===== src/rtl/dma2_pkg.sv =====
package dma2_pkg;
  typedef enum logic [1:0] {
    ST_IDLE = 2'd0,
    ST_RD   = 2'd1,
    ST_WR   = 2'd2
  } xfer_st_t;

  localparam logic [1:0] SRC_PERIPH   = 2'd0;
  localparam logic [1:0] SRC_PIN_FALL = 2'd1;
  localparam logic [1:0] SRC_PIN_BOTH = 2'd2;
endpackage


===== src/rtl/dma2_req_src.sv =====
module dma2_req_src
  import dma2_pkg::*;
(
  input  logic       clk,
  input  logic       rst,
  input  logic [1:0] sel,
  input  logic       pin,
  input  logic       periph,
  input  logic       sw,
  output logic       req
);
  logic pin_q;
  logic fall, rise, hw;

  always_ff @(posedge clk) begin
    if (rst) pin_q <= pin;
    else     pin_q <= pin;
  end

  assign fall = pin_q & ~pin;
  assign rise = ~pin_q & pin;

  always_comb begin
    case (sel)
      SRC_PERIPH:   hw = periph;
      SRC_PIN_FALL: hw = fall;
      SRC_PIN_BOTH: hw = fall | rise;
      default:      hw = 1'b0;
    endcase
  end

  assign req = hw | sw;
endmodule


===== src/rtl/dma2_chan.sv =====
module dma2_chan #(
  parameter int ADDR_W = 20,
  parameter int CNT_W  = 16
) (
  input  logic              clk,
  input  logic              rst,
  input  logic [ADDR_W-1:0] base_src,
  input  logic [ADDR_W-1:0] base_dst,
  input  logic [CNT_W-1:0]  reload,
  input  logic              wide,
  input  logic              src_inc,
  input  logic              dst_inc,
  input  logic              repeat_mode,
  input  logic              en_set,
  input  logic              en_clr,
  input  logic              req,
  input  logic              grant,
  input  logic              done,
  output logic              en_q,
  output logic              pend_q,
  output logic [ADDR_W-1:0] src_addr,
  output logic [ADDR_W-1:0] dst_addr,
  output logic              irq
);
  logic              en_r, fresh_r, pend_r, irq_r, en_n;
  logic [ADDR_W-1:0] ptr_r, inc_base, inc_cur, step;
  logic [CNT_W-1:0]  cnt_r, cnt_eff;
  logic              dst_inc_eff, underflow;

  assign dst_inc_eff = dst_inc & ~src_inc;
  assign cnt_eff     = fresh_r ? reload : cnt_r;
  assign underflow   = (cnt_eff == '0);
  assign inc_base    = src_inc ? base_src : base_dst;
  assign inc_cur     = fresh_r ? inc_base : ptr_r;
  assign src_addr    = src_inc ? inc_cur : base_src;
  assign dst_addr    = dst_inc_eff ? inc_cur : base_dst;
  assign step        = wide ? ADDR_W'(2) : ADDR_W'(1);

  always_comb begin
    en_n = en_r;
    if (done && underflow && !repeat_mode) en_n = 1'b0;
    if (en_clr) en_n = 1'b0;
    if (en_set) en_n = 1'b1;
  end

  always_ff @(posedge clk) begin
    if (rst) begin
      en_r    <= 1'b0;
      fresh_r <= 1'b0;
      pend_r  <= 1'b0;
      irq_r   <= 1'b0;
      ptr_r   <= '0;
      cnt_r   <= '0;
    end else begin
      irq_r  <= done & underflow;
      en_r   <= en_n;
      pend_r <= en_n & ((pend_r & ~grant) | req);
      if (done) begin
        ptr_r   <= inc_cur + step;
        fresh_r <= 1'b0;
        if (underflow) cnt_r <= repeat_mode ? reload : '0;
        else           cnt_r <= cnt_eff - 1'b1;
      end
      if (en_set) fresh_r <= 1'b1;
    end
  end

  assign en_q   = en_r;
  assign pend_q = pend_r;
  assign irq    = irq_r;

  // interrupt is a single-cycle pulse
  p_irq_pulse_r8: assert property (@(posedge clk) disable iff (rst)
    irq_r |=> !irq_r);
  // single-mode underflow switches the channel off
  p_single_stop_r6: assert property (@(posedge clk) disable iff (rst)
    (done && underflow && !repeat_mode && !en_set) |=> !en_r);
  // repeat-mode underflow keeps the channel on
  p_repeat_keep_r7: assert property (@(posedge clk) disable iff (rst)
    (done && underflow && repeat_mode && en_r && !en_clr) |=> en_r);
  // a pending request never outlives the enable bit
  p_pend_gated_r10: assert property (@(posedge clk) disable iff (rst)
    pend_r |-> en_r);
endmodule


===== src/rtl/dma2_engine.sv =====
module dma2_engine
  import dma2_pkg::*;
#(
  parameter int NCH    = 2,
  parameter int ADDR_W = 20,
  parameter int CNT_W  = 16,
  parameter int DATA_W = 16
) (
  input  logic                        clk,
  input  logic                        rst,
  input  logic [NCH-1:0][ADDR_W-1:0]  cfg_src_base,
  input  logic [NCH-1:0][ADDR_W-1:0]  cfg_dst_base,
  input  logic [NCH-1:0][CNT_W-1:0]   cfg_reload,
  input  logic [NCH-1:0]              cfg_wide,
  input  logic [NCH-1:0]              cfg_src_inc,
  input  logic [NCH-1:0]              cfg_dst_inc,
  input  logic [NCH-1:0]              cfg_repeat,
  input  logic [NCH-1:0][1:0]         cfg_sel,
  input  logic [NCH-1:0]              en_set,
  input  logic [NCH-1:0]              en_clr,
  input  logic [NCH-1:0]              periph_req,
  input  logic [NCH-1:0]              ext_pin,
  input  logic [NCH-1:0]              sw_trig,
  output logic [NCH-1:0]              en_state,
  output logic [NCH-1:0]              irq,
  output logic [ADDR_W-1:0]           bus_addr,
  output logic                        bus_rd,
  output logic                        bus_wr,
  output logic                        bus_wide,
  output logic [DATA_W-1:0]           bus_wdata,
  input  logic [DATA_W-1:0]           bus_rdata
);
  localparam int CH_W   = (NCH > 1) ? $clog2(NCH) : 1;
  localparam int BYTE_W = DATA_W / 2;

  xfer_st_t                 state;
  logic [CH_W-1:0]          cur_ch, pick;
  logic                     any_pend;
  logic [NCH-1:0]           req, pend, grant, done;
  logic [NCH-1:0][ADDR_W-1:0] src_addr, dst_addr;

  for (genvar g = 0; g < NCH; g++) begin : g_ch
    dma2_req_src u_src (
      .clk(clk), .rst(rst), .sel(cfg_sel[g]), .pin(ext_pin[g]),
      .periph(periph_req[g]), .sw(sw_trig[g]), .req(req[g])
    );
    assign grant[g] = (state == ST_IDLE) && any_pend && (pick == CH_W'(g));
    assign done[g]  = (state == ST_WR) && (cur_ch == CH_W'(g));
    dma2_chan #(.ADDR_W(ADDR_W), .CNT_W(CNT_W)) u_chan (
      .clk(clk), .rst(rst),
      .base_src(cfg_src_base[g]), .base_dst(cfg_dst_base[g]),
      .reload(cfg_reload[g]), .wide(cfg_wide[g]),
      .src_inc(cfg_src_inc[g]), .dst_inc(cfg_dst_inc[g]),
      .repeat_mode(cfg_repeat[g]),
      .en_set(en_set[g]), .en_clr(en_clr[g]), .req(req[g]),
      .grant(grant[g]), .done(done[g]),
      .en_q(en_state[g]), .pend_q(pend[g]),
      .src_addr(src_addr[g]), .dst_addr(dst_addr[g]), .irq(irq[g])
    );
  end

  // lowest index wins
  always_comb begin
    pick = '0;
    for (int i = NCH - 1; i >= 0; i--) begin
      if (pend[i]) pick = CH_W'(i);
    end
  end
  assign any_pend = |pend;

  always_ff @(posedge clk) begin
    if (rst) begin
      state     <= ST_IDLE;
      cur_ch    <= '0;
      bus_addr  <= '0;
      bus_rd    <= 1'b0;
      bus_wr    <= 1'b0;
      bus_wide  <= 1'b0;
      bus_wdata <= '0;
    end else begin
      case (state)
        ST_IDLE: if (any_pend) begin
          state    <= ST_RD;
          cur_ch   <= pick;
          bus_rd   <= 1'b1;
          bus_addr <= src_addr[pick];
          bus_wide <= cfg_wide[pick];
        end
        ST_RD: begin
          state     <= ST_WR;
          bus_rd    <= 1'b0;
          bus_wr    <= 1'b1;
          bus_addr  <= dst_addr[cur_ch];
          bus_wdata <= bus_wide ? bus_rdata
                                : {{(DATA_W-BYTE_W){1'b0}}, bus_rdata[BYTE_W-1:0]};
        end
        default: begin
          state  <= ST_IDLE;
          bus_wr <= 1'b0;
        end
      endcase
    end
  end

  // every read cycle is followed by its write cycle
  p_wr_after_rd_r11: assert property (@(posedge clk) disable iff (rst)
    bus_rd |=> bus_wr);
  // a wide write carries the word read in the cycle before
  p_wdata_r11: assert property (@(posedge clk) disable iff (rst)
    (bus_rd && bus_wide) |=> (bus_wdata == $past(bus_rdata)));
  // channel 0 pending at an idle slot is the one served
  p_prio_r1: assert property (@(posedge clk) disable iff (rst)
    (state == ST_IDLE && pend[0]) |=> (bus_rd && cur_ch == '0));
  // with both increment bits set, the write goes to the destination base
  p_fixed_dst_r3: assert property (@(posedge clk) disable iff (rst)
    (bus_wr && cfg_src_inc[cur_ch] && cfg_dst_inc[cur_ch])
      |-> (bus_addr == cfg_dst_base[cur_ch]));
endmodule


===== config.mk =====
export PLATFORM = sky130hd
export DESIGN_NAME = dma2_engine
export DESIGN_NICKNAME = d
export VERILOG_FILES = /design/src/rtl/dma2_pkg.sv /design/src/rtl/dma2_req_src.sv /design/src/rtl/dma2_chan.sv /design/src/rtl/dma2_engine.sv
export SDC_FILE = /design/constraint.sdc
export NUM_CORES = 1
export LEC_CHECK = 0
export ABC_AREA = 0
export CAP_MARGIN = 40
export CORE_MARGIN = 5
export CORE_UTILIZATION = 55
export CTS_CLUSTER_SIZE = 28
export DETAILED_ROUTE_END_ITERATION = 12
export DONT_BUFFER_PORTS = 1
export PLACE_DENSITY_LB_ADDON = 0.2
export SYNTH_ARGS = -nofsm -noshare
export SYNTH_HDL_FRONTEND = slang
export SYNTH_SLANG_ARGS = --single-unit

===== constraint.sdc =====
create_clock -name clk -period 4.35 [get_ports clk]
set_clock_uncertainty 0.05 [all_clocks]
set_input_delay 0.435 -clock clk [delete_from_list [all_inputs] [get_ports clk]]
set_output_delay 0.435 -clock clk [all_outputs]
set_load 0.1 [all_outputs]

==> results.env <==
REG2REG_FROM='g_ch[1].u_chan.fresh_r'
GRT_PASS1_VIAS=8030
AREA_OVERHEAD_OF_THE_LAYOUT_RELATIVE_TO_SYNTHESIS_PCT=16.15
CTS-ROOT-TO-SINK-BUFFERS=2
POWER.CLOCK.FRACTION_PCT=40.1
LAYOUT.CELLS.MOST_COMMON='nor2_1'
OUTCOME='completed'
ROUTE.ANTENNA.REMAINING_NETS=0
WORST_SLEW_MARGIN_PCT=41.04
CORE_UM2=16410
FINALCRITPERIODSHARE_PCT=75.32
PEAKVDDDROP_mV=0.2931
GRT_FIRST_PASS_WIRELENGTH_MM=44.57
UNREPAIRED_SETUP_ENDPOINTS_AFTER_GLOBAL_ROUTING='false'
NUM-NETS-FINAL=1326
GRT_USAGE_PCT=28.32
FINALCRITICALPERIOD_NS=3.276
CTSHTREEMAXLEVEL=4
SYN_AREA_PER_CELL_UM2=7.699
DRC=0
POWER.SWITCHING_mW=1.281
FF2FF_SETUP_SLACK_NS=1.07
POSTCTSRESIZEDCELLS=0
CRIT-REG2REG-CAPTURE='g_ch[1].u_chan.ptr_r[15]'
SYNTH_SEQ_AREA_SHARE_PCT=27.35
SETUP_VIOL=0
CRITPATHMAXFANOUT=36
P_SW_SHARE_PCT=32.54
CRIT_TYPE='register to register'
CLK_SINK_COUNT=124
LEAKAGE_nW=3.836
REGISTER_AREA_UM2=2485
POSTLAYOUTCELLAREA_UM2=10540
DESIGN_POWER_mW=3.936
POWER_FRAC_COMB_PCT=27.4
MAX_FREQ_GHz=0.3052
WORSTSETUPENDPOINTTYPE='register'
FF_LATCH_COUNT_SYNTH=124
GPL.FINAL_WEIGHTED_CONGESTION=0.9297
CP_DATA_ARRIVAL_TIME_NS=3.56
ANTENNA_CELLS=0
YOSYS.CELL_TYPES.COUNT=69
TRITONCTS_CLOCK_TREE='done'
MOST_FREQUENT_CELLS_IN_THE_LAYOUT='nor2_1 (149), nand2_1 (122), dfxtp_1 (122)'
SYN_INST_COUNT=1179
ROUTED_WIRE_LENGTH_PER_INSTANCE_UM=20.40
NUMBER_OF_ANTENNA_VIOLATIONS_AT_THE_FIRST_CHECK_IN_GLOBAL_ROUTING=0
DETAILED_PLACE.AREA_UM2=9888
CORE.ROWCOUNT=47
DP_HPWL_MM=20.62
YOSYSWARNINGCOUNT=0
START_UTIL_PCT=55.33
CP_DATA_REQUIRED_TIME_NS=4.63
HOLDCRITSTARTPOINT='rst'
RATIO_OF_CELLS_WITH_DRIVE_ABOVE_1_IN_THE_FINAL_LAYOUT_PCT=12.46
HOLD_CLASS='input pin to register'
MULTIINPUTGATEAREA_UM2=6046
SYNTH_FP_NETS=1343
FIRST_ITER_VIOLATIONS=938
POSTSYNTH.ASYNCRESETSHARE_PCT=0
INTERNAL_POWER_mW=2.656
TIGHTEST_SLEW_NS=0.8844
GRT_REMAINING_OVERFLOW=0
CLK_PIN_SLEW_WORST_PATHS_NS=0.06
CLOCKROOTBUFFER='clkbuf_16'
PWR_DENSITY_CELL_nW_PER_UM2=373.3
NUMBER_OF_PRIMARY_I_O_PINS=195
DIE_AREA_UM2=19170
LAYOUT.FILLER_CELLS=1365
VIA_COUNT=8730
DIE_HEIGHT_UM=138.5
NETLIST_AREA_UM2=9077
REG2REG_DEPTH=11
ROUTE.FINAL.WIRE_LENGTH_MM=28.39
SLEW_VIOLATIONS=0
DRT_FIRST_PASS_ITERS=5
GRT_MAX_DEGREE=122
IO_BUFFER_COUNT=0
FINALSETUPTNS_NS=0
WORSTSETUPSTARTPOINTTYPE='register'
FINALCOREUTILIZATION_PCT=64.26
YOSYS_MOST_USED_DFF='dfxtp_1'
SYNTH-EDFF-COUNT=0
DIE-WIDTH_UM=138.5
CLK_LATENCY_NS=0.42
FINALHOLDVIOLCOUNT=0
DRT_VIA_DENSITY=6.272
MIN_DELAY_PATH_DEPTH=1
HOLDPATHEND='g_ch[1].u_chan.cnt_r[10]'
CAP_VIOLATIONS=0
CTS-BUFFERS-INSERTED=17
SEQ_POWER_SHARE_PCT=32.6
## state kept, by name, summed over array words and instances, names as in the netlist
name                 flops
state                    2
bus_rd                   1
g_ch.u_chan.ptr_r       40
bus_wide                 1
g_ch.u_chan.cnt_r       32
bus_wr                   1
g_ch.u_chan.pend_q       2
g_ch.u_chan.en_q         2
g_ch.u_chan.irq          2
bus_wdata               16
cur_ch                   1
g_ch.u_chan.fresh_r      2
bus_addr                20
g_ch.u_src.pin_q         2
## final cells by class
cell class	count	area share [%]
multi-input cells	939	57.34
flip-flops and latches	124	23.57
repair buffers	61	9.778
clock buffers	21	4.462
well taps	220	2.611
clock inverters	8	1.566
inverters	19	0.6764
## synth_stat cells, types with 20 or more instances
cell / instances / area, um^2
nor2_1: 149 / 559.3
o21ai_0: 38 / 190.2
a211oi_1: 58 / 435.4
mux2i_1: 102 / 1021
dfxtp_1: 124 / 2482
a21oi_1: 93 / 465.5
nor2b_1: 20 / 125.1
nand2_1: 122 / 457.9
nor3_1: 49 / 245.2
xnor2_1: 29 / 254.0
nand3_1: 34 / 170.2
clkbuf_1: 55 / 206.5
## critical path, stage by stage (launching register included)
cell,delay [ns]
dfxtp_2,0.84
buf_4,0.38
nor2_1,0.06
a21oi_1,0.24
ha_1,0.24
a21oi_1,0.09
a211oi_2,0.26
nand3_2,0.25
nor3_2,0.29
nand2_1,0.09
xor2_1,0.14
a211oi_1,0.24
## per-layer routing
layer | routed length (um) | global-route usage [%]
met5 | 0 | 0
met4 | 646 | 7.228
met3 | 3040 | 9.669
met2 | 12830 | 43.73
met1 | 11880 | 38.14
## worst max-delay path by stage
| stage | from | to | slack [ns] | cells past startpoint |
|---|---|---|---|---|
| after floorplan | g_ch[0].u_chan.fresh_r | g_ch[0].u_chan.ptr_r[19] | 1.03 | 15 |
| after global placement | g_ch[1].u_chan.fresh_r | g_ch[1].u_chan.ptr_r[15] | 1.24 | 11 |
| after detailed placement | g_ch[1].u_chan.fresh_r | g_ch[1].u_chan.ptr_r[15] | 1.15 | 11 |
| after CTS | g_ch[1].u_chan.fresh_r | g_ch[1].u_chan.ptr_r[15] | 1.12 | 11 |
| after global routing | g_ch[1].u_chan.fresh_r | g_ch[1].u_chan.ptr_r[15] | 0.84 | 11 |
| final | g_ch[1].u_chan.fresh_r | g_ch[1].u_chan.ptr_r[15] | 1.07 | 11 |
## metrics by stage
stage | instances | setup WS (ns) | hold WS, ns
final | 1392 | 1.074 | 0.04419
after detailed placement | 1361 | 1.150 | 0.3941
after CTS | 1392 | 1.120 | 0.03132
after global placement | 1316 | 1.245 | 0.3864
after floorplan | 1179 | 1.026 | 0.3823
after global routing | 1392 | 0.8390 | 0.02027
## repair_timing
item	CTS	global route
hold endpoints to repair	2	0
buffers inserted	0	0
hold buffers	2	0
## power groups by stage
stage | clock [mW] | sequential, mW | combinational (mW)
after floorplan | 0 | 1.46 | 0.622
after global placement | 0 | 1.51 | 0.676
after detailed placement | 0 | 1.30 | 1.06
after CTS | 1.59 | 1.28 | 1.07
after global routing | 1.65 | 1.29 | 1.15
final | 1.58 | 1.28 | 1.08
## cell families (layout without fill, tap and decap cells)
logic type,after synthesis,in the layout,synth area share [%]
AND/OR/NAND/NOR,463,463,25.17
buffers and inverters,116,109,6.147
multiplexers,113,113,12.64
AO/OA/AOI/OAI,303,303,22.25
adder cells (fa/ha/maj),12,12,1.819
XOR/XNOR,48,48,4.631
flip-flops,124,124,27.35
(Power assumes the default switching activity.)
